==> src/rtl/scl_gen_pkg.sv <==
package scl_gen_pkg;

  localparam int CNT_W = 4;

  typedef enum logic [1:0] {
    RATIO_EVEN = 2'd0,
    RATIO_SKEW = 2'd1,
    RATIO_QUICK = 2'd2
  } ratio_e;

  typedef enum logic [1:0] {
    PH_OFF  = 2'd0,
    PH_LOW  = 2'd1,
    PH_HIGH = 2'd2
  } phase_e;

  function automatic logic [CNT_W-1:0] low_ticks(input logic [1:0] code);
    case (code)
      RATIO_SKEW:  low_ticks = CNT_W'(6);
      RATIO_QUICK: low_ticks = CNT_W'(11);
      default:     low_ticks = CNT_W'(4);
    endcase
  endfunction

  function automatic logic [CNT_W-1:0] high_ticks(input logic [1:0] code);
    case (code)
      RATIO_SKEW:  high_ticks = CNT_W'(3);
      RATIO_QUICK: high_ticks = CNT_W'(3);
      default:     high_ticks = CNT_W'(4);
    endcase
  endfunction

endpackage

==> src/rtl/scl_sync.sv <==
module scl_sync #(
  parameter int STAGES = 2
) (
  input  logic clk,
  input  logic rst_n,
  input  logic d_async,
  output logic q_sync
);
  logic [STAGES-1:0] chain;

  always_ff @(posedge clk or negedge rst_n) begin
    if (!rst_n) chain <= '1;
    else        chain <= {chain[STAGES-2:0], d_async};
  end

  assign q_sync = chain[STAGES-1];
endmodule

==> src/rtl/scl_prescaler.sv <==
module scl_prescaler #(
  parameter int PRE_W = 8
) (
  input  logic             clk,
  input  logic             rst_n,
  input  logic             clear,
  input  logic             hold,
  input  logic [PRE_W-1:0] limit,
  output logic             tick
);
  logic [PRE_W-1:0] cnt;

  assign tick = !clear && !hold && (cnt == limit);

  always_ff @(posedge clk or negedge rst_n) begin
    if (!rst_n)       cnt <= '0;
    else if (clear)   cnt <= '0;
    else if (hold)    cnt <= cnt;
    else if (tick)    cnt <= '0;
    else              cnt <= cnt + PRE_W'(1);
  end

  // A base tick always restarts the division from zero.
  assert_wrap_R2: assert property (@(posedge clk) disable iff (!rst_n)
    tick |=> (cnt == '0));
endmodule

==> src/rtl/scl_clock_gen.sv <==
module scl_clock_gen
  import scl_gen_pkg::*;
#(
  parameter int PRE_W       = 8,
  parameter int SYNC_STAGES = 2
) (
  input  logic             clk,
  input  logic             rst_n,
  input  logic             enable,
  input  logic [PRE_W-1:0] prescale,
  input  logic [1:0]       ratio_mode,
  input  logic             scl_in,
  output logic             scl_drive_low,
  output logic             tick_fall,
  output logic             tick_mid_low,
  output logic             tick_rise
);

  phase_e           phase;
  logic [CNT_W-1:0] ph_cnt;
  logic [CNT_W-1:0] cfg_lo;
  logic [CNT_W-1:0] cfg_hi;
  logic [PRE_W-1:0] cfg_pre;
  logic             scl_seen;
  logic             base_tick;
  logic             pre_clear;
  logic             pre_hold;
  logic [CNT_W-1:0] ph_next;

  scl_sync #(.STAGES(SYNC_STAGES)) u_sync (
    .clk     (clk),
    .rst_n   (rst_n),
    .d_async (scl_in),
    .q_sync  (scl_seen)
  );

  assign pre_clear = (phase == PH_OFF);
  assign pre_hold  = (phase == PH_HIGH) && !scl_seen;

  scl_prescaler #(.PRE_W(PRE_W)) u_pre (
    .clk   (clk),
    .rst_n (rst_n),
    .clear (pre_clear),
    .hold  (pre_hold),
    .limit (cfg_pre),
    .tick  (base_tick)
  );

  assign ph_next = ph_cnt + CNT_W'(1);

  always_ff @(posedge clk or negedge rst_n) begin
    if (!rst_n) begin
      phase        <= PH_OFF;
      ph_cnt       <= '0;
      cfg_lo       <= low_ticks(RATIO_EVEN);
      cfg_hi       <= high_ticks(RATIO_EVEN);
      cfg_pre      <= '0;
      tick_fall    <= 1'b0;
      tick_mid_low <= 1'b0;
      tick_rise    <= 1'b0;
    end else begin
      tick_fall    <= 1'b0;
      tick_mid_low <= 1'b0;
      tick_rise    <= 1'b0;
      if (!enable) begin
        phase  <= PH_OFF;
        ph_cnt <= '0;
      end else begin
        case (phase)
          PH_OFF: begin
            phase     <= PH_LOW;
            ph_cnt    <= '0;
            cfg_lo    <= low_ticks(ratio_mode);
            cfg_hi    <= high_ticks(ratio_mode);
            cfg_pre   <= prescale;
            tick_fall <= 1'b1;
          end
          PH_LOW: begin
            if (base_tick) begin
              if (ph_next == cfg_lo) begin
                phase     <= PH_HIGH;
                ph_cnt    <= '0;
                tick_rise <= 1'b1;
              end else begin
                ph_cnt <= ph_next;
                if (ph_next == (cfg_lo >> 1)) tick_mid_low <= 1'b1;
              end
            end
          end
          PH_HIGH: begin
            if (base_tick) begin
              if (ph_next == cfg_hi) begin
                phase     <= PH_LOW;
                ph_cnt    <= '0;
                cfg_lo    <= low_ticks(ratio_mode);
                cfg_hi    <= high_ticks(ratio_mode);
                cfg_pre   <= prescale;
                tick_fall <= 1'b1;
              end else begin
                ph_cnt <= ph_next;
              end
            end
          end
          default: begin
            phase  <= PH_OFF;
            ph_cnt <= '0;
          end
        endcase
      end
    end
  end

  assign scl_drive_low = (phase == PH_LOW);

  assert_release_off_R6: assert property (@(posedge clk) disable iff (!rst_n)
    !enable |=> !scl_drive_low);

  assert_strobe_exclusive_R7: assert property (@(posedge clk) disable iff (!rst_n)
    $onehot0({tick_fall, tick_mid_low, tick_rise}));

  assert_fall_drives_R7: assert property (@(posedge clk) disable iff (!rst_n)
    tick_fall |-> scl_drive_low);

  assert_rise_releases_R7: assert property (@(posedge clk) disable iff (!rst_n)
    tick_rise |-> !scl_drive_low);

  assert_mid_inside_low_R8: assert property (@(posedge clk) disable iff (!rst_n)
    tick_mid_low |-> scl_drive_low);

  assert_stretch_hold_R5: assert property (@(posedge clk) disable iff (!rst_n)
    (enable && phase == PH_HIGH && !scl_seen) |=> $stable(ph_cnt));

  assert_low_bound_R2: assert property (@(posedge clk) disable iff (!rst_n)
    (phase == PH_LOW) |-> (ph_cnt < cfg_lo));

endmodule

==> config.mk <==
export PLATFORM = sky130hd
export DESIGN_NAME = scl_clock_gen
export DESIGN_NICKNAME = d
export VERILOG_FILES = /design/src/rtl/scl_gen_pkg.sv /design/src/rtl/scl_sync.sv /design/src/rtl/scl_prescaler.sv /design/src/rtl/scl_clock_gen.sv
export SDC_FILE = /design/constraint.sdc
export NUM_CORES = 1
export LEC_CHECK = 0
export ABC_CLOCK_PERIOD_IN_PS = 2350
export BUFFER_PORTS_ARGS = -buffer_cell sky130_fd_sc_hd__buf_2
export CORE_MARGIN = 8
export CORE_UTILIZATION = 30
export DETAILED_ROUTE_END_ITERATION = 8
export GPL_ROUTABILITY_DRIVEN = 0
export MAX_ROUTING_LAYER = met4
export PLACE_DENSITY = 0.59
export SETUP_SLACK_MARGIN = 0.02
export SKIP_LAST_GASP = 1
export SYNTH_ARGS = -nofsm -noshare
export SYNTH_HDL_FRONTEND = slang
export SYNTH_SLANG_ARGS = --single-unit
export TNS_END_PERCENT = 20
==> constraint.sdc <==
create_clock -name clk -period 2.35 [get_ports clk]
set_input_delay 0.3525 -clock clk [delete_from_list [all_inputs] [get_ports clk]]
set_output_delay 0.3525 -clock clk [all_outputs]
set_load 0.03 [all_outputs]
# Yosys cells after proc, flatten, opt, wreduce, memory -nomap -nowiden
# Index checks and enable logic that the tools add are counted.
# Widths: inputs -> output; s select.
dict set report classes {
  addsub 2
  n_eq_ne 15
  reduce_logical 12
  muxes 39
}
# operator n
set ops {}
lappend ops {{$mux 8} 5}
lappend ops {{$mux 4} 9}
lappend ops {{$pmux 4 s2} 4}
lappend ops {{$pmux 8 s2} 1}
lappend ops {{$mux 1} 12}
lappend ops {{$mux 2} 5}
lappend ops {{$ne 3x2->1 const B} 3}
lappend ops {{$add 8x1->8 const B} 1}
lappend ops {{$eq 4x4->1} 2}
lappend ops {{$eq 8x8->1} 1}
lappend ops {{$reduce_and 4->1} 2}
lappend ops {{$pmux 2 s3} 1}
lappend ops {{$add 4x1->4 const B} 1}
lappend ops {{$eq 2x1->1 const B} 2}
lappend ops {{$eq 2x2->1 const B} 2}
lappend ops {{$eq 4x3->1} 1}
lappend ops {{$ne 2x1->1 const B} 2}
lappend ops {{$logic_and 1x1->1} 3}
lappend ops {{$logic_not 1->1} 3}
lappend ops {{$mux 3} 1}
lappend ops {{$ne 3x3->1 const B} 1}
lappend ops {{$logic_not 2->1} 1}
lappend ops {{$ne 2x2->1 const B} 1}
lappend ops {{$pmux 1 s2} 1}
lappend ops {{other kinds (3)} 3}
dict set report word_totals {
  regBits 35
  wordCells 78
  input_bits 14
  output_inout_bits 4
}

# Logic depth before layout (Yosys ltp)
# Gate-level depths: netlist (run 1).
dict set report logic_depth {
  word_depth 8
  mapped_depth 8
  ltp_nobuf 7
}

# By module
# From an unflattened synthesis (run 1), not the netlist that was laid out.
dict set report hier_totals {
  cells_unflattened 171
  area_unflattened_um2 1799.2
}
# mod cells_each seq_area_each_um2 area_per_inst_um2 instances
set modules_own_cells {}
lappend modules_own_cells {scl_clock_gen 108 528.0 1192.4 1}
lappend modules_own_cells {scl_prescaler 61 200.2 554.3 1}
lappend modules_own_cells {scl_sync 2 52.6 52.6 1}

# Least setup slack after synthesis (run 1)
# OpenSTA, ideal clock, no wires.
dict set report synth_timing {
  kind {reg-to-reg}
  start {register phase[0]}
  end {register cfg_lo[0]}
  setup_time_ns 0.125
  arrival_ns 2.103
  required_ns 2.225
  path_slack_ns 0.122
  synth_period_minus_slack_ns 2.228
  n_path_buf 1
  stages_incl_launch_ff 9
  path_cell_list {dfrtp_1 -> inv_1 -> ha_1 -> nand2b_1 -> nor2b_1 -> nand4_4 -> o31ai_4 -> buf_12 -> mux2_4}
}
dict set report synth_between {
  elab_chain_cells 7
  elab_cells_between_ends 12
  cone_classes {eq/ne (3); mux (1); reduce/logical (8)}
}
# item line
set synth_lines {}
lappend synth_lines {{start: declaration} scl_clock_gen.sv:19} ;# phase_e phase;
lappend synth_lines {{start signal: assignment} scl_clock_gen.sv:53} ;# phase <= PH_OFF;
lappend synth_lines {{start signal: assignment} scl_clock_gen.sv:66} ;# phase <= PH_OFF;
lappend synth_lines {{start signal: assignment} scl_clock_gen.sv:71} ;# phase <= PH_LOW;
lappend synth_lines {{$eq 2x2->1} {scl_clock_gen.sv:38, scl_clock_gen.sv:69}}
lappend synth_lines {{$logic_and 1x1->1} scl_clock_gen.sv:38} ;# assign pre_hold = (phase == PH_HIGH) && !scl_seen;
lappend synth_lines {{$logic_not 1->1} scl_prescaler.sv:13} ;# assign tick = !clear && !hold && (cnt == limit);
lappend synth_lines {{$logic_and 1x1->1 (2 in a row)} scl_prescaler.sv:13}
lappend synth_lines {{$ne 2x2->1 (no source line)} --}
lappend synth_lines {{$reduce_and 4->1 (no source line)} --}
lappend synth_lines {{end signal: assignment} scl_clock_gen.sv:55} ;# cfg_lo <= low_ticks(RATIO_EVEN);
lappend synth_lines {{end signal: assignment} scl_clock_gen.sv:73} ;# cfg_lo <= low_ticks(ratio_mode);
lappend synth_lines {{end signal: assignment} scl_clock_gen.sv:95} ;# cfg_lo <= low_ticks(ratio_mode);
lappend synth_lines {{end: declaration} scl_clock_gen.sv:21} ;# logic [CNT_W-1:0] cfg_lo;
# Parallel ways exist; a longest one is shown, timed or not.
# A chain may end at the register's enable or synchronous reset.

# Final worst setup path (run 1)
dict set report layout_timing {
  start {register phase[0]}
  end {register cfg_pre[0]}
}
dict set report layout_between {
  elab_chain_cells 7
  elab_cells_between_ends 12
  cone_classes {eq/ne (3); mux (1); reduce/logical (8)}
}
# item line
set layout_lines {}
lappend layout_lines {{$eq 2x2->1} {scl_clock_gen.sv:38, scl_clock_gen.sv:69}}
lappend layout_lines {{$logic_and 1x1->1} scl_clock_gen.sv:38}
lappend layout_lines {{$logic_not 1->1} scl_prescaler.sv:13}
lappend layout_lines {{$logic_and 1x1->1 (2 in a row)} scl_prescaler.sv:13}
lappend layout_lines {{$ne 2x2->1 (no source line)} --}
lappend layout_lines {{$reduce_and 4->1 (no source line)} --}
lappend layout_lines {{end signal: assignment} scl_clock_gen.sv:75} ;# cfg_pre <= prescale;
lappend layout_lines {{end signal: assignment} scl_clock_gen.sv:97} ;# cfg_pre <= prescale;
lappend layout_lines {{end: declaration} scl_clock_gen.sv:23} ;# logic [PRE_W-1:0] cfg_pre;
# Parallel ways exist; a longest one is shown, timed or not.

==> results of run 1 <==
==> Yosys cell counts, drive strengths merged <==
cell type,n,share of area [%]
a31o,1,0.47
or2,1,0.34
mux2,10,7.7
nor3,2,0.54
and3,4,1.3
a21o,1,0.40
o2111ai,4,1.9
o31a,2,0.94
a22o,2,0.94
or4,2,0.81
nand3,5,1.3
mux2i,3,1.6
buf,2,1.3
and2,3,1.0
a31oi,2,0.67
nor2,3,0.61
nor2b,1,0.34
a22oi,2,0.81
xor2,10,4.7
and4b,1,0.54
o32a,1,1.2
a21oi,2,0.54
inv,7,1.4
o31ai,2,1.5
ha,8,5.4
nand3b,1,0.40
nand4,1,1.1
o211ai,4,1.6
a21boi,1,0.61
and3b,1,0.47
nor4,3,2.6
dfstp,4,5.7
nand2b,6,2.0
a211oi,2,0.81
xnor2,7,3.7
o21ai,9,2.4
o21a,1,0.40
dfrtp,27,36
nand2,17,3.4
==> stage by stage <==
step,area (um^2),util [%]
floorplan,1859,-
global placement,2090,35.08
detailed placement,2090,35.08
CTS,2181,36.62
global route,2188,36.74
finish,2188,36.74
==> layout make-up <==
type	instances	area share (%)
tap	75	4.288
timing repair buffer	27	7.318
sequential	31	35.68
clock buffer	7	3.945
inverter	7	1.201
multi-input combinational	125	47.34
clock inverter	1	0.2287
==> state kept, by name, summed over array words and instances (netlist names) <==
signal        count
cfg_lo            2
tick_rise         1
u_sync.chain      2
u_pre.cnt         8
tick_mid_low      1
cfg_pre           8
cfg_hi            2
phase             2
ph_cnt            4
tick_fall         1
==> cell families (layout without fill, tap and decap cells) <==
| family | Yosys count | count (layout) | synth area share (%) |
|---|---|---|---|
| adders and majority gates | 8 | 8 | 5.384 |
| DFF | 31 | 31 | 41.99 |
| muxes | 13 | 13 | 9.287 |
| AOI/OAI and AO/OA | 36 | 36 | 15.28 |
| buffers and inverters | 9 | 42 | 2.692 |
| xor gates and xnor gates | 17 | 17 | 8.412 |
| and+or+nand+nor | 51 | 51 | 16.96 |
==> routing by layer <==
metal	GRT usage [%]	part of all wire, %
met1	11.32	46
met2	15.35	48
met5	-	0
met4	4.291	1.6
met3	2.937	4.5
==> cells in the final DEF, fill, tap and decap left out, types with 4 or more instances in the layout <==
cell        n
ha_1        8
mux2_4      8
o21ai_0     8
xor2_1     10
nand2b_1    6
dfstp_2     4
o211ai_1    4
nand2_1    17
buf_2      17
clkbuf_8    6
and3_1      4
buf_4      10
xnor2_1     5
o2111ai_1   4
nand3_1     5
dfrtp_1    27
inv_1       7
==> power by group <==
part	switching (W)	total, W	internal (W)
clock	0.000209	0.000446	0.000236
sequential	0.000124	0.000819	0.000695
combinational	0.000582	0.00111	0.000531
total	0.000915	0.00238	0.00146
==> worst paths after layout <==
path	depth (start not counted)	endpoint	start	slack [ns]
max in group asynchronous	1	cfg_pre[1]$_DFFE_PN0P_	rst_n	1.78
min in group clk	1	u_sync.chain[0]$_DFF_PN1_	scl_in	0.16
setup reg to reg	8	cfg_pre[0]$_DFFE_PN0P_	phase[0]$_DFFE_PN0P_	0.16
setup / recovery	8	cfg_pre[0]$_DFFE_PN0P_	phase[0]$_DFFE_PN0P_	0.16
hold reg to reg	0	u_sync.chain[1]$_DFF_PN1_	u_sync.chain[0]$_DFF_PN1_	0.35
hold / removal	1	tick_fall$_DFF_PN0_	rst_n	0.11
==> flow_summary.ini, run 1 <==
[floorplanning]
dieWidth_um = 94.73
die_area_um2 = 8973
rows = 28
ios = 18
coreArea_um2 = 5956
die_y_um = 94.73
start_util_pct = 31.22

[grt]
grt_antenna_before_repair = 0
grtUsageTotal_pct = 9.784
grt_pass1_vias = 1410
grt_start_max_net_pins = 32
overflow = 0
grt_pass1_wl_um = 6596

[power_and_ir_drop]
ir_worst_vdd_uv = 423.4
power_density_nw_per_um2 = 1086
p_leak_nw = 0.9973
total_power_w = 0.002377

[timing]
tightest_slew_ns = 0.7160
finalWorstSetupSlack_ns = 0.1623
skew_ns = 0.01098
setup_tns_ns = 0
slew-limit-headroom_pct = 52.26
setup_viol = 0
rsz0062_at_grt = no
period_needed_ns = 2.188
hold_slack_ns = 0.1116
clock.fmax_mhz = 457.1
final_max_slew_viol_count = 0
hold_viol = 0
period_share_pct = 93.09

[layout]
nets = 219
synthToLayoutAreaGrowth_pct = 17.70
antennaDiodeCount = 0
drive_gt1_share_pct = 28.28
multi_input_area_um2 = 1036
seqCellArea_um2 = 780.7
fillers = 605
stdcell_count = 273

[clocking]
insertion_delay_ns = 0.29
cts.reportedPaths.clkPinSlew_ns = 0.07
cts_buffer_depth = 2
htreeDepth = 2
cts_resized = 0
cts_tree = built
clockRootBuffer = clkbuf_8
cts_buffers = 5
cts_sinks = 31
postCtsHoldBufs = 0
post_cts_buffers = 0

[place]
dp_hpwl_um = 2892
dp_slack_ns = 0.1387
place_inst = 265
numPortBuffers = 17

[route]
wl_um = 3842
postRouteAntennaNets = 0
drtPass1Iterations = 4
drcViolationCount = 0
first_iter_violations = 34
viasPerCell = 4.894
wire_per_inst_um = 14.07
vias = 1336

[yosys]
ys_types = 45
synthCells = 165
yosysWarnings = 0
syn_area_um2 = 1859
synth_seq_cells = 31
avgSynthCellArea_um2 = 11.27
ys_seq_area_share_pct = 41.99
synth_fp_nets = 187

[critical_path]
crit_type = reg -> reg
crit_buf_inv = 2
crit_family = simple AND/OR/NAND/NOR gates
crit_chain = inv_1 > ha_1 > nand2b_1 > nor2b_1 > nand4_4 > o31ai_4 > buf_4 > mux2_1
arrival_ns = 2.36
end_kind = flop
path_max_fanout = 8
slowest_delay_ns = 0.35
critPathLaunchType = flop
worstPathRequired_ns = 2.52
cp_slowest_cell = dfrtp_1

[flow_run]
maxCapViolCount = 0

[min_path]
hp-class = in -> async

[run_status]
status = complete, no violations
Note: power is estimated with default switching activity, not from simulation.
==> inputs of run 2 (changes only) <==
--- a/constraint.sdc
+++ b/constraint.sdc
@@ -3,2 +3,2 @@
 set_output_delay 0.3525 -clock clk [all_outputs]
-set_load 0.03 [all_outputs]
+set_load 0.1 [all_outputs]
==> flow_summary.ini, run 2 (same netlist as run 1, synthesis figures left out) <==
[floorplanning]
rows = 28
ios = 18
dieWidth_um = 94.73
start_util_pct = 31.22
coreArea_um2 = 5956
die_y_um = 94.73
die_area_um2 = 8973

[critical_path]
reg2reg_from = ph_cnt[1]$_DFFE_PN0P_
worst-path-stages = 7
crit_family = XOR/XNOR gates
worstPathRequired_ns = 2.51
crit_chain = ha_1 > xnor2_2 > xnor2_1 > nand2b_1 > o31ai_4 > buf_4 > mux2_1
slowest_delay_ns = 0.43
end_kind = flop
worstReg2RegEnd = cfg_pre[0]$_DFFE_PN0P_
crit_type = reg -> reg
cp_slowest_cell = dfrtp_1
arrival_ns = 2.35
crit_buf_inv = 1
worstRegToRegCells = 7
path_max_fanout = 8
r2r_setup_slack_ns = 0.16
critPathLaunchType = flop

[power_and_ir_drop]
power_density_nw_per_um2 = 1111
ir_worst_vdd_uv = 421.0
p_leak_nw = 0.9975

[timing]
period_needed_ns = 2.192
slew-limit-headroom_pct = 52.74
rsz0062_at_grt = no
clock.fmax_mhz = 456.2
period_share_pct = 93.28
setup_tns_ns = 0
skew_ns = 0.008352
tightest_slew_ns = 0.7089
hold_viol = 0
final_max_slew_viol_count = 0
setup_viol = 0

[grt]
grt_pass1_vias = 1382
grtUsageTotal_pct = 9.560
overflow = 0
grt_start_max_net_pins = 32
grt_antenna_before_repair = 0
grt_pass1_wl_um = 6541

[route]
drtPass1Iterations = 4
postRouteAntennaNets = 0
drcViolationCount = 0
first_iter_violations = 31
wire_per_inst_um = 14.20
viasPerCell = 4.894
wl_um = 3877
vias = 1336

[clocking]
htreeDepth = 2
cts_buffer_depth = 2
clockRootBuffer = clkbuf_8
cts_buffers = 5
insertion_delay_ns = 0.28
post_cts_buffers = 0
cts_tree = built
cts.reportedPaths.clkPinSlew_ns = 0.07
cts_sinks = 31

[layout]
antennaDiodeCount = 0
synthToLayoutAreaGrowth_pct = 17.56
multi_input_area_um2 = 1041
nets = 219
drive_gt1_share_pct = 29.80
fillers = 613
fin_util_pct = 36.70
seqCellArea_um2 = 780.7
largest_registers = cfg_pre x8, u_pre.cnt x8, ph_cnt x4
layout_common_cells = 27 x dfrtp_1, 17 x nand2_1, 17 x buf_2
layout_commonest_cell = dfrtp_1

[place]
dp_hpwl_um = 2885
numPortBuffers = 17

[min_path]
hp-class = in -> async

[flow_run]
maxCapViolCount = 0

[run_status]
status = complete, no violations
run 2: changes by cell type in the layout (fill, tap and decap cells not counted), sizes merged:
cell	previous run	this run
clkbuf	7	5
clkinv	1	3
run 2: worst max path at each step:
| stage | start | end |
|---|---|---|
| after CTS | ph_cnt[1]$_DFFE_PN0P_ | cfg_pre[0]$_DFFE_PN0P_ |
| after global routing | ph_cnt[2]$_DFFE_PN0P_ | phase[1]$_DFFE_PN0P_ |
| after floorplan | phase[0]$_DFFE_PN0P_ | cfg_lo[0]$_DFFE_PN0P_ |
| after detailed placement | ph_cnt[1]$_DFFE_PN0P_ | cfg_pre[0]$_DFFE_PN0P_ |
| final | ph_cnt[1]$_DFFE_PN0P_ | cfg_pre[0]$_DFFE_PN0P_ |
| after global placement | ph_cnt[1]$_DFFE_PN0P_ | cfg_pre[1]$_DFFE_PN0P_ |
run 2: power by group:
| part | internal (W) | switching (W) | leakage, nW |
|---|---|---|---|
| combinational | 0.000537 | 0.000667 | 0.557 |
| sequential | 0.000695 | 0.000128 | 0.393 |
| clock | 0.000202 | 0.000199 | 0.0477 |
| total | 0.00143 | 0.000993 | 0.997 |
run 2: per-layer routing:
layer,up-vias,global-route usage [%],routed length [um]
met2,13,15.41,1859
met5,-,-,0
met3,2,2.857,153
met1,653,11.26,1844
met4,0,2.731,21
li1,668,-,-
run 2: area by class of cell:
| type | instances | area share, % |
|---|---|---|
| multi-input cells | 125 | 47.62 |
| repair buffers | 27 | 7.327 |
| inverters | 7 | 1.202 |
| clock buffers | 5 | 3.148 |
| flip-flops and latches | 31 | 35.72 |
| clock inverters | 3 | 0.6869 |
| well taps | 75 | 4.293 |
run 2: stage by stage:
| stage | setup WS, ns | area, um^2 | instances | power (W) | hold WS, ns |
|---|---|---|---|---|---|
| global route | 0.04860 | 2186 | 273 | 0.002598 | 0.1606 |
| detailed placement | 0.1219 | 2092 | 265 | 0.002014 | 0.3498 |
| CTS | 0.07712 | 2176 | 273 | 0.002436 | 0.1501 |
| finish | 0.1580 | 2186 | 273 | 0.002427 | 0.1220 |
| floorplan | 0.1176 | 1862 | 165 | 0.001739 | 0.05691 |
| global placement | 0.1661 | 2092 | 265 | 0.001999 | 0.3487 |
run 2: timing repair:
item,in CTS,in global routing
hold buffers,0,0
setup endpoints to repair,0,4
resized for setup,0,2
